[src/rtl/i2cbc_pkg.sv]
package i2cbc_pkg;

    typedef enum logic [2:0] {
        BC_IDLE,
        BC_WAIT,
        BC_LEAD_LOW,
        BC_HIGH,
        BC_LOW,
        BC_TAIL_HIGH
    } bc_state_e;

    typedef struct packed {
        logic done;
        logic failed;
    } bc_status_t;

    // True while the sequencer owns the clock pin
    function automatic logic bc_owns_pins(bc_state_e s);
        return (s == BC_LEAD_LOW) || (s == BC_HIGH) ||
               (s == BC_LOW) || (s == BC_TAIL_HIGH);
    endfunction

    // Clock level for a state; idle and wait leave the line released high
    function automatic logic bc_scl_level(bc_state_e s);
        return !((s == BC_LEAD_LOW) || (s == BC_LOW));
    endfunction

endpackage

[src/rtl/bc_sync.sv]
module bc_sync #(
    parameter int  STAGES    = 2,
    parameter logic RESET_VAL = 1'b1
) (
    input  logic clk,
    input  logic rst,
    input  logic d,
    output logic q
);
    logic [STAGES-1:0] chain_q;

    always_ff @(posedge clk) begin
        if (rst) chain_q <= {STAGES{RESET_VAL}};
        else     chain_q <= {chain_q[STAGES-2:0], d};
    end

    assign q = chain_q[STAGES-1];
endmodule

[src/rtl/bc_timer.sv]
module bc_timer #(
    parameter int unsigned LIMIT = 4
) (
    input  logic clk,
    input  logic rst,
    input  logic run,
    input  logic restart,
    output logic tick
);
    localparam int W = (LIMIT > 1) ? $clog2(LIMIT) : 1;

    logic [W-1:0] cnt_q;

    always_ff @(posedge clk) begin
        if (rst || restart || !run) cnt_q <= '0;
        else                        cnt_q <= cnt_q + 1'b1;
    end

    assign tick = run && (cnt_q == W'(LIMIT - 1));
endmodule

[src/rtl/bc_ctrl.sv]
module bc_ctrl
    import i2cbc_pkg::*;
#(
    parameter int MAX_PULSES = 10
) (
    input  logic       clk,
    input  logic       rst,
    input  logic       trig,
    input  logic       busy,
    input  logic       sda_s,
    input  logic       wait_tick,
    input  logic       ph_tick,
    output bc_state_e  state,
    output logic       state_chg,
    output bc_status_t status
);
    localparam int PCW = $clog2(MAX_PULSES + 1);

    bc_state_e  st_q, st_d;
    logic [PCW-1:0] pulses_q;
    logic       fail_pend_q;
    bc_status_t stat_q;
    logic       more_pulses;

    assign more_pulses = !sda_s && (pulses_q < PCW'(MAX_PULSES));

    always_comb begin
        st_d = st_q;
        unique case (st_q)
            BC_IDLE:      if (trig) st_d = BC_WAIT;
            BC_WAIT:      if (!busy || wait_tick)
                              st_d = (busy || !sda_s) ? BC_LEAD_LOW : BC_IDLE;
            BC_LEAD_LOW,
            BC_LOW:       if (ph_tick)
                              st_d = more_pulses ? BC_HIGH : BC_TAIL_HIGH;
            BC_HIGH:      if (ph_tick) st_d = BC_LOW;
            BC_TAIL_HIGH: if (ph_tick) st_d = BC_IDLE;
            default:      st_d = BC_IDLE;
        endcase
    end

    always_ff @(posedge clk) begin
        if (rst) begin
            st_q        <= BC_IDLE;
            pulses_q    <= '0;
            fail_pend_q <= 1'b0;
            stat_q      <= '0;
        end else begin
            st_q        <= st_d;
            stat_q.done <= 1'b0;
            if (st_q == BC_WAIT) begin
                pulses_q    <= '0;
                fail_pend_q <= 1'b0;
            end
            if (st_q == BC_HIGH && ph_tick)
                pulses_q <= pulses_q + 1'b1;
            if ((st_q == BC_LEAD_LOW || st_q == BC_LOW) && ph_tick && !more_pulses)
                fail_pend_q <= !sda_s;
            if (st_q == BC_IDLE && trig)
                stat_q.failed <= 1'b0;
            if (st_q == BC_WAIT && st_d == BC_IDLE) begin
                stat_q.done   <= 1'b1;
                stat_q.failed <= 1'b0;
            end
            if (st_q == BC_TAIL_HIGH && st_d == BC_IDLE) begin
                stat_q.done   <= 1'b1;
                stat_q.failed <= fail_pend_q;
            end
        end
    end

    assign state     = st_q;
    assign state_chg = (st_d != st_q);
    assign status    = stat_q;
endmodule

[src/rtl/i2c_bus_clear.sv]
module i2c_bus_clear
    import i2cbc_pkg::*;
#(
    parameter int unsigned PHASE_CYC  = 50_000,
    parameter int unsigned WAIT_CYC   = 50_000_000,
    parameter int          MAX_PULSES = 10,
    parameter int          SYNC_STAGES = 2
) (
    input  logic clk,
    input  logic rst,
    input  logic trig,
    input  logic ctrl_busy,
    input  logic sda_in,
    output logic scl_drive,
    output logic pin_sel,
    output logic done,
    output logic failed
);
    logic       sda_s;
    logic       wait_tick, ph_tick, state_chg;
    bc_state_e  state;
    bc_status_t status;

    bc_sync #(.STAGES(SYNC_STAGES), .RESET_VAL(1'b1)) u_sync (
        .clk(clk), .rst(rst), .d(sda_in), .q(sda_s)
    );

    bc_timer #(.LIMIT(WAIT_CYC)) u_wait_tmr (
        .clk(clk), .rst(rst), .run(state == BC_WAIT),
        .restart(state_chg), .tick(wait_tick)
    );

    bc_timer #(.LIMIT(PHASE_CYC)) u_phase_tmr (
        .clk(clk), .rst(rst), .run(bc_owns_pins(state)),
        .restart(state_chg), .tick(ph_tick)
    );

    bc_ctrl #(.MAX_PULSES(MAX_PULSES)) u_ctrl (
        .clk(clk), .rst(rst), .trig(trig), .busy(ctrl_busy), .sda_s(sda_s),
        .wait_tick(wait_tick), .ph_tick(ph_tick),
        .state(state), .state_chg(state_chg), .status(status)
    );

    assign pin_sel   = bc_owns_pins(state);
    assign scl_drive = bc_scl_level(state);
    assign done      = status.done;
    assign failed    = status.failed;
endmodule

[config.mk]
export PLATFORM = sky130hd
export DESIGN_NAME = i2c_bus_clear
export DESIGN_NICKNAME = d
export VERILOG_FILES = /design/src/rtl/i2cbc_pkg.sv /design/src/rtl/bc_sync.sv /design/src/rtl/bc_timer.sv /design/src/rtl/bc_ctrl.sv /design/src/rtl/i2c_bus_clear.sv
export SDC_FILE = /design/constraint.sdc
export NUM_CORES = 1
export LEC_CHECK = 0
export BUFFER_PORTS_ARGS = -buffer_cell sky130_fd_sc_hd__buf_2
export CAP_MARGIN = 10
export CORE_MARGIN = 2
export CORE_UTILIZATION = 60
export DETAILED_ROUTE_END_ITERATION = 12
export PLACE_DENSITY = 0.77
export SYNTH_ARGS = -nofsm -noshare
export SYNTH_HDL_FRONTEND = slang
export SYNTH_SLANG_ARGS = --single-unit
[constraint.sdc]
create_clock -name clk -period 2.4 [get_ports clk]
set_input_delay 0.24 -clock clk [delete_from_list [all_inputs] [get_ports clk]]
set_output_delay 0.24 -clock clk [all_outputs]
set_load 0.01 [all_outputs]
# Word-level counts from Yosys, hierarchy flattened
# Index checks and enable logic that the tools add are counted.
# op_classes
order_cmp	1
n_reduce_logical	30
muxes	15
n_eq_ne	8
addsub	3
# ops
cell	n
adder 26 x 1 -> 26 bit (second input constant)	1
== test 26 bit (second input constant)	1
2-to-1 mux 3 bit	6
adder 16 x 1 -> 16 bit (second input constant)	1
== test 16 bit (second input constant)	1
case mux 3 bit (5 select lines)	1
logical AND 1 bit	9
logical OR 1 bit	9
2-to-1 mux 4 bit	2
== test 3 x 2 -> 1 bit (second input constant)	2
== test 3 bit (second input constant)	2
logical NOT 1 bit	6
logical NOT 3 bit	2
2-to-1 mux 2 bit	3
adder 4 x 1 -> 4 bit (second input constant)	1
less-than comparator 4 bit (second input constant)	1
nonzero test 2 bit	2
== test 3 x 1 -> 1 bit (second input constant)	1
2-to-1 mux 1 bit	3
inequality test 3 bit	1
nonzero test 3 bit	1
OR reduction 2 bit	1
# totals
input_bits	5
output_inout_bits	4
word_cells	65
ff_bits	54

# Logic depth before layout (Yosys ltp)
# Gate-level depths: netlist (run 1).
# depth
ltp_word	11
mapped_depth	8
mapped_depth_nobuf	7

# Cells and area by module
# From an unflattened synthesis (run 1), not the netlist that was laid out.
# hier_totals
cells_unflattened	313
area_unflattened_um2	2667.6
# by_module_without_submodules
module	area_per_inst_um2	seq_area_each_um2	cells_each	n_inst
bc_timer at u_wait_tmr	1248.7	520.5	147	1
bc_timer at u_phase_tmr	737.0	320.3	84	1
bc_ctrl	606.8	200.2	75	1
bc_sync	52.6	40.0	4	1
i2c_bus_clear	22.5	0.0	3	1

# Worst setup path before layout (run 1)
# No wires, ideal clock.
# synth_path
kind	register -> register
startpoint	register u_ctrl.st_q[2] (netlist: u_ctrl.state[2])
endpoint	register u_phase_tmr.cnt_q[7]
arrival_time_ns	1.962
setup_ns	0.116
n_path_buf	1
synth_period_minus_slack_ns	2.079
path_slack_ns	0.321
path_stages_with_launch	9
required_time_ns	2.284
path_cell_list	dfxtp_1 -> ha_1 -> and4b_1 -> nand3_1 -> nor4_1 -> a2111oi_2 -> o21ai_2 -> buf_6 -> nor3_2
# synth_between
elab_chain_len	10
word_cells_on_any_way	23
cone_classes	6 x eq/ne; 6 x mux; 11 x reduce/logical
# synth_rtl
element	line_no	rtl
from (decl)	bc_ctrl.sv:19	bc_state_e st_q, st_d;
from (signal assigned)	bc_ctrl.sv:49	st_q <= st_d;
== test 3 x 2 -> 1 bit	-	
logical OR 1 bit (2 in a row)	-	
logical OR 1 bit *	-	
net pin_sel	i2c_bus_clear.sv:15	output logic pin_sel,
logical AND 1 bit	bc_timer.sv:19	assign tick = run && (cnt_q == W'(LIMIT - 1));
2-to-1 mux 3 bit (on tied branches)	bc_ctrl.sv:37, bc_ctrl.sv:34, bc_ctrl.sv:36	
case mux 3 bit (5 select lines)	bc_ctrl.sv:29	unique case (st_q)
inequality test 3 bit	bc_ctrl.sv:73	assign state_chg = (st_d != st_q);
logical OR 1 bit	bc_timer.sv:15	if (rst || restart || !run) cnt_q <= '0;
logical OR 1 bit *	bc_timer.sv:15	
to (signal assigned)	bc_timer.sv:16	else cnt_q <= cnt_q + 1'b1;
to (decl)	bc_timer.sv:12	logic [W-1:0] cnt_q;
# Mark *: on every way through the listed nets, which the timed path passes. The rest lies on a longest branch.
# A chain may end at the register's enable or synchronous reset.

# Final worst setup path (run 1)
# layout_path
startpoint	register u_phase_tmr.cnt_q[0]
endpoint	register u_wait_tmr.cnt_q[14]
# layout_between
elab_chain_len	7
word_cells_on_any_way	9
cone_classes	2 x eq/ne; 4 x mux; 3 x reduce/logical
# layout_rtl
element	line_no
== test 16 bit *	bc_timer.sv:19
logical AND 1 bit *	bc_timer.sv:19
2-to-1 mux 3 bit (on tied branches)	bc_ctrl.sv:37, bc_ctrl.sv:34, bc_ctrl.sv:36
case mux 3 bit (5 select lines) *	bc_ctrl.sv:29
inequality test 3 bit *	bc_ctrl.sv:73
logical OR 1 bit * (2 in a row)	bc_timer.sv:15
to (signal assigned)	bc_timer.sv:16
to (decl)	bc_timer.sv:12
# Mark *: on every way between the ends. The rest lies on a longest branch, timed or not.

==> results.toml, run 1 <==
[synth]
post-synth-top-area-fraction_pct = 37.5
synthFlopType = "sky130_fd_sc_hd__dfxtp_1"
postSynthNetCount = 326
synth_area_mm2 = 0.00288
synthesis.yosys.warnings = 0
synth_enable_flop_cells = 0
synthSimpleGateAreaFrac_pct = 34.7
ys_async_sr_fraction_pct = 0
syn_inst = 317
ys_types = 53
yosysTopAreaCell = "sky130_fd_sc_hd__dfxtp_1"
ys_seq_elements = 54
syn_area_per_cell_um2 = 9.09
area_share_of_fa_ha_maj_cells_after_synthesis_pct = 1.74
synth_top_family_by_area = "simple AND/OR/NAND/NOR gates"
mux_share_of_post_synthesis_cell_area_pct = 0.868
seq_area_frac_synth_pct = 37.5
synth-compound-area-share_pct = 8.47
post_synth_main_area_contributors = "sky130_fd_sc_hd__dfxtp_1 (38%), sky130_fd_sc_hd__nor4_1 (6.7%), sky130_fd_sc_hd__xnor2_1 (6.7%)"
synth_xor_area_share_pct = 12.2

[global_route]
antenna_found_initial = 0
busiest_layer_in_global_routing = "met2"
met2_use_gr_pct = 37.4
grt_start_max_net_pins = 34
grt_use_total_pct = 22.9
met1_usage_pct = 31.3
grt_pass1_wl_mm = 9.77
grtUsageMet3_pct = 3.98
grt_pass1_vias = 2147
grt_overflow = 0

[clock_network]
cts_made_buffers = 5
cts_root_buffer = "sky130_fd_sc_hd__clkbuf_8"
postCtsHoldBufs = 0
cts_max_path_buffers = 2
cts_resized = 1
clk_slew_on_worst_s_h_paths_ps = 100
insertion_delay_ps = 310
cts_tree = "done"
clock-sinks = 54
postCtsSetupRepairBufs = 0
cts_max_level = 2

[outcome]
outcome = "completed"

[floorplan]
die_h_um = 73.3
rows = 25
io_pins = 9
start_util_pct = 61.4
die_x_um = 73.3
fp.dieArea_mm2 = 0.00537
core_region_area_mm2 = 0.00469

[critical_path]
cp_data_required_time_ps = 2610
criticalPathCategory = "register to register"
worstSetupStartpointType = "register"
worstPathArrival_ps = 2500
endpoint_kind = "register"
worstPathMaxFanout = 27

[routing]
drt_wl_total_mm = 6.03
routed_antenna_nets = 0
detailedRoute.firstPassIterationCount = 4
num_vias = 2389
detailedRoute.firstIterationViolations = 167
drt-vias-per-instance = 6.16
routedWlPerCell_um = 15.5
route.detailed.drc = 0

[sta]
fin_worst_skew_ps = 10.5
final-setup-viol-count = 0
setup_repair_after_global_routing_missed_its_margin = "false"
hold_violations = 0
setup_ws_ps = 118
timing.max_slew.rel_slack_pct = 60.9
post-route-period-util_pct = 95.1
fmax_ghz = 0.438
setup_total_negative_slack_ps = 0
worstMarginPinSlew_ps = 584
maxSlewViolCount = 0
timing.final.crit_period_ps = 2280

[cells_and_area]
layout.cells.most_common_list = "sky130_fd_sc_hd__dfxtp_1 (54), sky130_fd_sc_hd__nor4_1 (28), sky130_fd_sc_hd__nand2_1 (24), sky130_fd_sc_hd__nor2_1 (22), sky130_fd_sc_hd__xnor2_1 (22)"
antennaDiodeCount = 0
nNetsFinal = 342
fillCellCount = 385
post_route_cells_drive_above_1_share_pct = 18.6
layout.cell_area.non_filler_mm2 = 0.00320
layout.cells.most_common = "sky130_fd_sc_hd__dfxtp_1"
final_core_utilization_pct = 68.2
area_growth_pct = 11.1

[power_and_ir_drop]
peakVddDrop_v = 0.000318
total_leakage_power_nw = 1.04
post-layout-total-power_mw = 1.76
power_density_mw_per_mm2 = 551

[placement]
dpl-instance-area_mm2 = 0.00301
preCtsSetupSlack_ps = -0.434
port_buffers = 8
place_hpwl_mm = 3.96
place_congestion = 0.872

[run]
maxCapViolCount = 0

[hold_path]
worstHoldPathType = "input port to register"
synthesized netlist by cell type, types with 2 or more instances:
master and n:
sky130_fd_sc_hd__a211oi_1 3, sky130_fd_sc_hd__a21oi_1 3, sky130_fd_sc_hd__a31oi_1 2, sky130_fd_sc_hd__a41o_1 2, sky130_fd_sc_hd__and2_1 4, sky130_fd_sc_hd__and3_1 7
sky130_fd_sc_hd__and4_1 8, sky130_fd_sc_hd__buf_2 5, sky130_fd_sc_hd__buf_6 5, sky130_fd_sc_hd__clkbuf_1 4, sky130_fd_sc_hd__dfxtp_1 54, sky130_fd_sc_hd__ha_1 4
sky130_fd_sc_hd__inv_1 6, sky130_fd_sc_hd__nand2_1 24, sky130_fd_sc_hd__nand3_1 19, sky130_fd_sc_hd__nand4_1 8, sky130_fd_sc_hd__nor2_1 22, sky130_fd_sc_hd__nor2b_1 3
sky130_fd_sc_hd__nor3_1 14, sky130_fd_sc_hd__nor3_2 10, sky130_fd_sc_hd__nor4_1 31, sky130_fd_sc_hd__nor4b_1 2, sky130_fd_sc_hd__nor4b_2 2, sky130_fd_sc_hd__o211ai_1 2
sky130_fd_sc_hd__o21ai_0 3, sky130_fd_sc_hd__or2_2 3, sky130_fd_sc_hd__or3_1 3, sky130_fd_sc_hd__xnor2_1 22, sky130_fd_sc_hd__xor2_1 18
power by group:
group,internal [mW],switching (mW)
sequential,0.900,0.00614
combinational,0.0423,0.0777
clock,0.445,0.293
total,1.39,0.377
metrics by stage:
stage	std cells	hold slack, ps
after floorplan	317	312
after global placement	380	398
after detailed placement	380	401
after CTS	388	110
after global routing	388	111
final	388	112
layer usage:
layer | up-vias | wire [µm] | share of wire (%)
li1 | 1208 | - | -
met5 | - | 0 | 0
met3 | 8 | 218 | 3.6
met1 | 1126 | 2940 | 49
met2 | 47 | 2800 | 46
met4 | 0 | 81 | 1.3
critical path, stage by stage, from the launching register on:
cell and delay [ps]:
sky130_fd_sc_hd__dfxtp_1 380, sky130_fd_sc_hd__ha_1 200, sky130_fd_sc_hd__and3_1 260, sky130_fd_sc_hd__and3_4 230, sky130_fd_sc_hd__a31oi_2 110, sky130_fd_sc_hd__buf_4 160, sky130_fd_sc_hd__a211o_1 340, sky130_fd_sc_hd__buf_6 210
sky130_fd_sc_hd__nor4_1 300
flip-flops by register name, indices dropped and copies added, names as in the netlist:
name / flops
u_sync.chain_q: 2
u_ctrl.state: 3
u_wait_tmr.cnt_q: 26
u_ctrl.status: 2
u_ctrl.fail_pend_q: 1
u_phase_tmr.cnt_q: 16
u_ctrl.pulses_q: 4
path summary, 6_finish.rpt:
kind                                      startpoint                   end  slack, ps  cells past startpoint
worst max register to register  u_phase_tmr.cnt_q[0]  u_wait_tmr.cnt_q[14]        120                      8
worst max-delay path            u_phase_tmr.cnt_q[0]  u_wait_tmr.cnt_q[14]        120                      8
worst min-delay path                          sda_in     u_sync.chain_q[0]        110                      2
worst min register to register     u_sync.chain_q[0]     u_sync.chain_q[1]        420                      1
kinds of logic (layout without fill, tap and decap cells):
family,Yosys count,after routing
DFF,54,54
xor gates and xnor gates,40,40
buffers and inverters,22,39
muxes,2,2
and+or+nand+nor,166,166
adders and majority gates,4,4
AOI/OAI and AO/OA,29,29
area by class of cell:
| type | instances | area [µm²] | area share (%) |
|---|---|---|---|
| multi-input combinational | 241 | 1710 | 53.3 |
| sequential | 54 | 1080 | 33.8 |
| timing repair buffer | 24 | 176 | 5.51 |
| clock buffer | 6 | 82.6 | 2.58 |
| tap | 54 | 67.6 | 2.11 |
| clock inverter | 2 | 60.1 | 1.88 |
| inverter | 7 | 26.3 | 0.821 |
Power figures use the tool's default switching activity.
==> inputs of run 2 (changes only) <==
--- a/config.mk
+++ b/config.mk
@@ -10,7 +10,7 @@
 export CORE_MARGIN = 2
 export CORE_UTILIZATION = 60
 export DETAILED_ROUTE_END_ITERATION = 12
-export PLACE_DENSITY = 0.77
+export PLACE_DENSITY_LB_ADDON = 0.2
 export SYNTH_ARGS = -nofsm -noshare
 export SYNTH_HDL_FRONTEND = slang
 export SYNTH_SLANG_ARGS = --single-unit
==> results.toml, run 2 (synthesis gave the netlist of run 1 again) <==
[outcome]
outcome = "completed"

[power_and_ir_drop]
clock_power_share_pct = 33.6
seqPwrFrac_pct = 58.3
netSwitchingFraction_pct = 24.0
power_density_mw_per_mm2 = 484
total_leakage_power_nw = 1.04
peakVddDrop_v = 0.000279
pwr-share-comb_pct = 8.1
cellInternalPower_mw = 1.18
netSwitchingPower_mw = 0.373

[sta]
fmax_ghz = 0.435
final-setup-viol-count = 0
timing.max_slew.rel_slack_pct = 71.0
setup_repair_after_global_routing_missed_its_margin = "false"
final.hold.worst_slack_ps = 112
timing.final.crit_period_ps = 2300
hold_violations = 0
maxSlewViolCount = 0
post-route-period-util_pct = 95.7
worstMarginPinSlew_ps = 434
fin_worst_skew_ps = 4.77
setup_total_negative_slack_ps = 0

[routing]
routed_antenna_nets = 0
met2RoutedLength_mm = 2.77
drt_wl_total_mm = 5.91
routedWlPerCell_um = 15.0
detailedRoute.firstIterationViolations = 172
num_vias = 2420
drt-vias-per-instance = 6.16
wl_met1_mm = 2.83
top_layer_used = "met4"
detailedRoute.firstPassIterationCount = 4
dr_wl_met3_um = 241
route.detailed.drc = 0

[critical_path]
delay_of_the_slowest_cell_on_the_worst_path_ps = 340
timing.critical_path.buf_inv = 2
timing.critical_path.mode_cell = "sky130_fd_sc_hd__and3_1"
criticalPathCategory = "register to register"
slowest_cp_cell = "sky130_fd_sc_hd__a211o_4"
cp_data_required_time_ps = 2600
timing.critical_path.max_delay_family = "simple AND/OR/NAND/NOR gates"
worstSetupStartpointType = "register"
worstPathArrival_ps = 2500
timing.critical_path.cells = "ha_1 > and3_1 > and3_1 > a31oi_2 > buf_4 > a211o_4 > buf_12 > nor4_1"
worstPathMaxFanout = 27
endpoint_kind = "register"

[floorplan]
rows = 25
die_h_um = 73.3
core_region_area_mm2 = 0.00469
io_pins = 9
start_util_pct = 61.4
die_x_um = 73.3
fp.dieArea_mm2 = 0.00537

[clock_network]
clk_slew_on_worst_s_h_paths_ps = 90
cts_max_level = 2
clock-sinks = 54
postCtsHoldBufs = 0
cts_max_path_buffers = 2
cts_tree = "done"
cts_root_buffer = "sky130_fd_sc_hd__clkbuf_8"
insertion_delay_ps = 310
cts_made_buffers = 5

[cells_and_area]
nNetsFinal = 347
layout.cells.most_common_list = "sky130_fd_sc_hd__dfxtp_1 (54), sky130_fd_sc_hd__nor4_1 (29), sky130_fd_sc_hd__nand2_1 (24), sky130_fd_sc_hd__nor2_1 (22), sky130_fd_sc_hd__xnor2_1 (22)"
multi_input_area_mm2 = 0.00171
largest_register = "u_wait_tmr.cnt_q"
post_route_cells_drive_above_1_share_pct = 19.5
layout.cells.most_common = "sky130_fd_sc_hd__dfxtp_1"
area_growth_pct = 11.5
final_core_utilization_pct = 68.5
biggestRegsByFlops = "u_wait_tmr.cnt_q (26), u_phase_tmr.cnt_q (16), u_ctrl.pulses_q (4)"
flip_flop_and_latch_area_mm2 = 0.00108
antennaDiodeCount = 0
largest_register_ff_count = 26
fillCellCount = 377

[global_route]
grt_start_max_net_pins = 28
antenna_found_initial = 0
grt_pass1_vias = 2182
grt_overflow = 0
grt_pass1_wl_mm = 9.95
grt_use_total_pct = 23.6

[hold_path]
worstHoldPathType = "input port to register"

[placement]
place_hpwl_mm = 4.02
port_buffers = 8
place_congestion = 0.869

[run]
maxCapViolCount = 0
==> run 2: layout make-up <==
class	instances	share of cell area, %
clock buffers	7	2.69
repair buffers	29	7.32
inverters	7	0.818
clock inverters	1	0.156
multi-input cells	241	53.3
well taps	54	2.10
flip-flops and latches	54	33.6
==> run 2: per-stage QoR <==
stage                     power [mW]  std cells  setup WS, ps  area (µm²)
after global routing            1.62        393          12.9        3210
after detailed placement        1.04        381          19.5        3040
final                           1.55        393           103        3210
after floorplan                 1.02        317           321        2880
after global placement          1.04        381          71.2        3040
after CTS                       1.55        389          79.2        3140
==> run 2: power groups by stage <==
| stage | combinational, mW | clock (mW) | sequential [mW] |
|---|---|---|---|
| after floorplan | 0.0917 | 0 | 0.926 |
| after global placement | 0.115 | 0 | 0.927 |
| after detailed placement | 0.117 | 0 | 0.927 |
| after CTS | 0.117 | 0.530 | 0.906 |
| after global routing | 0.136 | 0.575 | 0.907 |
| final | 0.127 | 0.522 | 0.906 |
==> run 2: timing repair <==
item                       4_1_cts  5_1_grt
setup endpoints to repair        3       38
resized for setup                1        5
buffers inserted                 0        4
pin swaps                        0        2
==> run 2: worst paths after layout <==
check / slack (ps) / cells after the start / endpoint / start
min: 110 / 2 / u_sync.chain_q[0] / sda_in
max: 100 / 8 / u_wait_tmr.cnt_q[15] / u_ctrl.state[1]
min reg2reg: 430 / 1 / u_sync.chain_q[1] / u_sync.chain_q[0]
max reg2reg: 100 / 8 / u_wait_tmr.cnt_q[15] / u_ctrl.state[1]
==> run 2: layer usage <==
layer / global-route usage [%] / up-vias
met5: 0 / -
met4: 6.06 / 0
li1: - / 1214
met2: 38.2 / 54
met3: 5.08 / 6
met1: 32.0 / 1146
==> inputs of run 3 (changes only) <==
--- a/config.mk
+++ b/config.mk
@@ -5,10 +5,10 @@
 export SDC_FILE = /design/constraint.sdc
 export NUM_CORES = 1
 export LEC_CHECK = 0
-export BUFFER_PORTS_ARGS = -buffer_cell sky130_fd_sc_hd__buf_2
+export BUFFER_PORTS_ARGS = -buffer_cell sky130_fd_sc_hd__clkbuf_2
 export CAP_MARGIN = 10
 export CORE_MARGIN = 2
-export CORE_UTILIZATION = 60
+export CORE_UTILIZATION = 40
 export DETAILED_ROUTE_END_ITERATION = 12
 export PLACE_DENSITY_LB_ADDON = 0.2
 export SYNTH_ARGS = -nofsm -noshare
==> results.toml, run 3 (synthesis gave the netlist of run 1 again) <==
[outcome]
outcome = "completed"

[critical_path]
delay_of_the_slowest_cell_on_the_worst_path_ps = 370
criticalPathCategory = "register to register"
timing.critical_path.cells = "ha_1 > and3_1 > and3_4 > a31oi_2 > buf_4 > a211o_1 > buf_12 > nor4_1"
r2r-start = "u_ctrl.state[2]"
worst_r2r_endpoint = "u_wait_tmr.cnt_q[13]"
minimum_setup_slack_among_reg_to_reg_paths_ps = 140
worstSetupStartpointType = "register"
worstPathArrival_ps = 2460
timing.critical_path.buf_inv = 2
timing.critical_path.max_delay_family = "simple AND/OR/NAND/NOR gates"
endpoint_kind = "register"
critical_path_cell_count = 8
slowest_cp_cell = "sky130_fd_sc_hd__a211o_1"
worstPathMaxFanout = 27
r2r.worst_path.cells = 8
cp_data_required_time_ps = 2600

[power_and_ir_drop]
total_leakage_power_nw = 1.03
power_density_mw_per_mm2 = 503
peakVddDrop_v = 0.000233
post-layout-total-power_mw = 1.62

[cells_and_area]
final_core_utilization_pct = 46.9
layout.cells.most_common_list = "sky130_fd_sc_hd__dfxtp_1 (54), sky130_fd_sc_hd__nor4_1 (31), sky130_fd_sc_hd__nand2_1 (24), sky130_fd_sc_hd__nor2_1 (22), sky130_fd_sc_hd__xnor2_1 (22)"
largest_register_ff_count = 26
nNetsFinal = 344
area_growth_pct = 11.8
layout.cells.most_common = "sky130_fd_sc_hd__dfxtp_1"
biggestRegsByFlops = "u_wait_tmr.cnt_q (26), u_phase_tmr.cnt_q (16), u_ctrl.pulses_q (4)"
largest_register = "u_wait_tmr.cnt_q"
post_route_cells_drive_above_1_share_pct = 18.2
antennaDiodeCount = 0

[floorplan]
die_h_um = 88.9
fp.dieArea_mm2 = 0.00790
io_pins = 9
rows = 30
start_util_pct = 41.9
core_region_area_mm2 = 0.00687
die_x_um = 88.9

[placement]
place_hpwl_mm = 4.13
port_buffers = 8
place_congestion = 0.828

[sta]
timing.final.crit_period_ps = 2260
final-setup-viol-count = 0
fmax_ghz = 0.443
post-route-period-util_pct = 94.1
fin_worst_skew_ps = 10.5
hold_violations = 0
maxSlewViolCount = 0
worstMarginPinSlew_ps = 578
setup_repair_after_global_routing_missed_its_margin = "false"
setup_total_negative_slack_ps = 0
timing.max_slew.rel_slack_pct = 61.3

[routing]
detailedRoute.firstPassIterationCount = 4
num_vias = 2312
drt-vias-per-instance = 5.35
drt_wl_total_mm = 5.97
route.detailed.drc = 0
routedWlPerCell_um = 13.8
routed_antenna_nets = 0
detailedRoute.firstIterationViolations = 116

[clock_network]
clk_slew_on_worst_s_h_paths_ps = 100
cts_made_buffers = 5
insertion_delay_ps = 300
cts_tree = "done"
cts_root_buffer = "sky130_fd_sc_hd__clkbuf_8"
cts_max_level = 2
cts_max_path_buffers = 2
postCtsHoldBufs = 0
clock-sinks = 54
postCtsSetupRepairBufs = 0

[hold_path]
whs_endpoint = "u_sync.chain_q[0]"
hold_depth = 2
hold_path_startpoint = "sda_in"
worstHoldPathType = "input port to register"

[global_route]
grt_use_total_pct = 16.7
grt_overflow = 0
grt_start_max_net_pins = 43
grt_pass1_vias = 2198
grt_pass1_wl_mm = 10.6
antenna_found_initial = 0

[run]
maxCapViolCount = 0
run 3: final cells by class:
type                            count  area, µm²
Fill cell                         682       3650
Multi-Input combinational cell    241       1680
Sequential cell                    54       1080
Timing Repair Buffer               26        200
Tap cell                           96        120
Clock buffer                        5       68.8
Clock inverter                      3       40.0
Inverter                            7       26.3
run 3: per-stage QoR:
step | worst slack, ps | cells | cell area, µm² | hold WS, ps
2_1_floorplan | 321 | 317 | 2880 | 312
3_3_place_gp | 22.3 | 424 | 3100 | 391
3_5_place_dp | -0.128 | 424 | 3100 | 397
4_1_cts | 98.6 | 432 | 3210 | 110
5_1_grt | 1.68 | 432 | 3220 | 97.4
6_report | 141 | 432 | 3220 | 118
run 3: worst max path at each step:
stage	endpoint	start	slack (ps)
after CTS	u_wait_tmr.cnt_q[13]	u_phase_tmr.cnt_q[0]	100
after floorplan	u_phase_tmr.cnt_q[7]	u_ctrl.state[2]	320
after global placement	u_phase_tmr.cnt_q[5]	u_ctrl.state[1]	20
after detailed placement	u_phase_tmr.cnt_q[4]	u_ctrl.state[1]	-0.1
final	u_wait_tmr.cnt_q[13]	u_ctrl.state[2]	140
after global routing	u_wait_tmr.cnt_q[10]	u_phase_tmr.cnt_q[0]	2
run 3: metal layers:
| layer | up-vias | GRT usage (%) | wire length (µm) |
|---|---|---|---|
| met5 | - | 0 | 0 |
| met4 | 0 | 3.31 | 33 |
| met3 | 2 | 3.36 | 137 |
| li1 | 1206 | - | - |
| met2 | 21 | 26.6 | 2740 |
| met1 | 1083 | 23.5 | 3060 |
run 3: timing repair:
item | in CTS | in global routing
setup endpoints to repair | 6 | 23
cloned | 0 | 0
gates resized for setup | 1 | 2
run 3: worst register-to-register path, cell delays in order, from the launching register on:
cell,delay (ps)
sky130_fd_sc_hd__dfxtp_1,330
sky130_fd_sc_hd__ha_1,300
sky130_fd_sc_hd__and3_1,170
sky130_fd_sc_hd__and3_4,210
sky130_fd_sc_hd__a31oi_2,120
sky130_fd_sc_hd__buf_4,170
sky130_fd_sc_hd__a211o_1,370
sky130_fd_sc_hd__buf_12,200
sky130_fd_sc_hd__nor4_1,290
run 3: power by group:
| group | leakage, nW | internal (mW) | switching (mW) | total, mW |
|---|---|---|---|---|
| Combinational | 0.538 | 0.0407 | 0.0748 | 0.115 |
| Sequential | 0.436 | 0.900 | 0.00609 | 0.906 |
| Clock | 0.0579 | 0.308 | 0.290 | 0.598 |
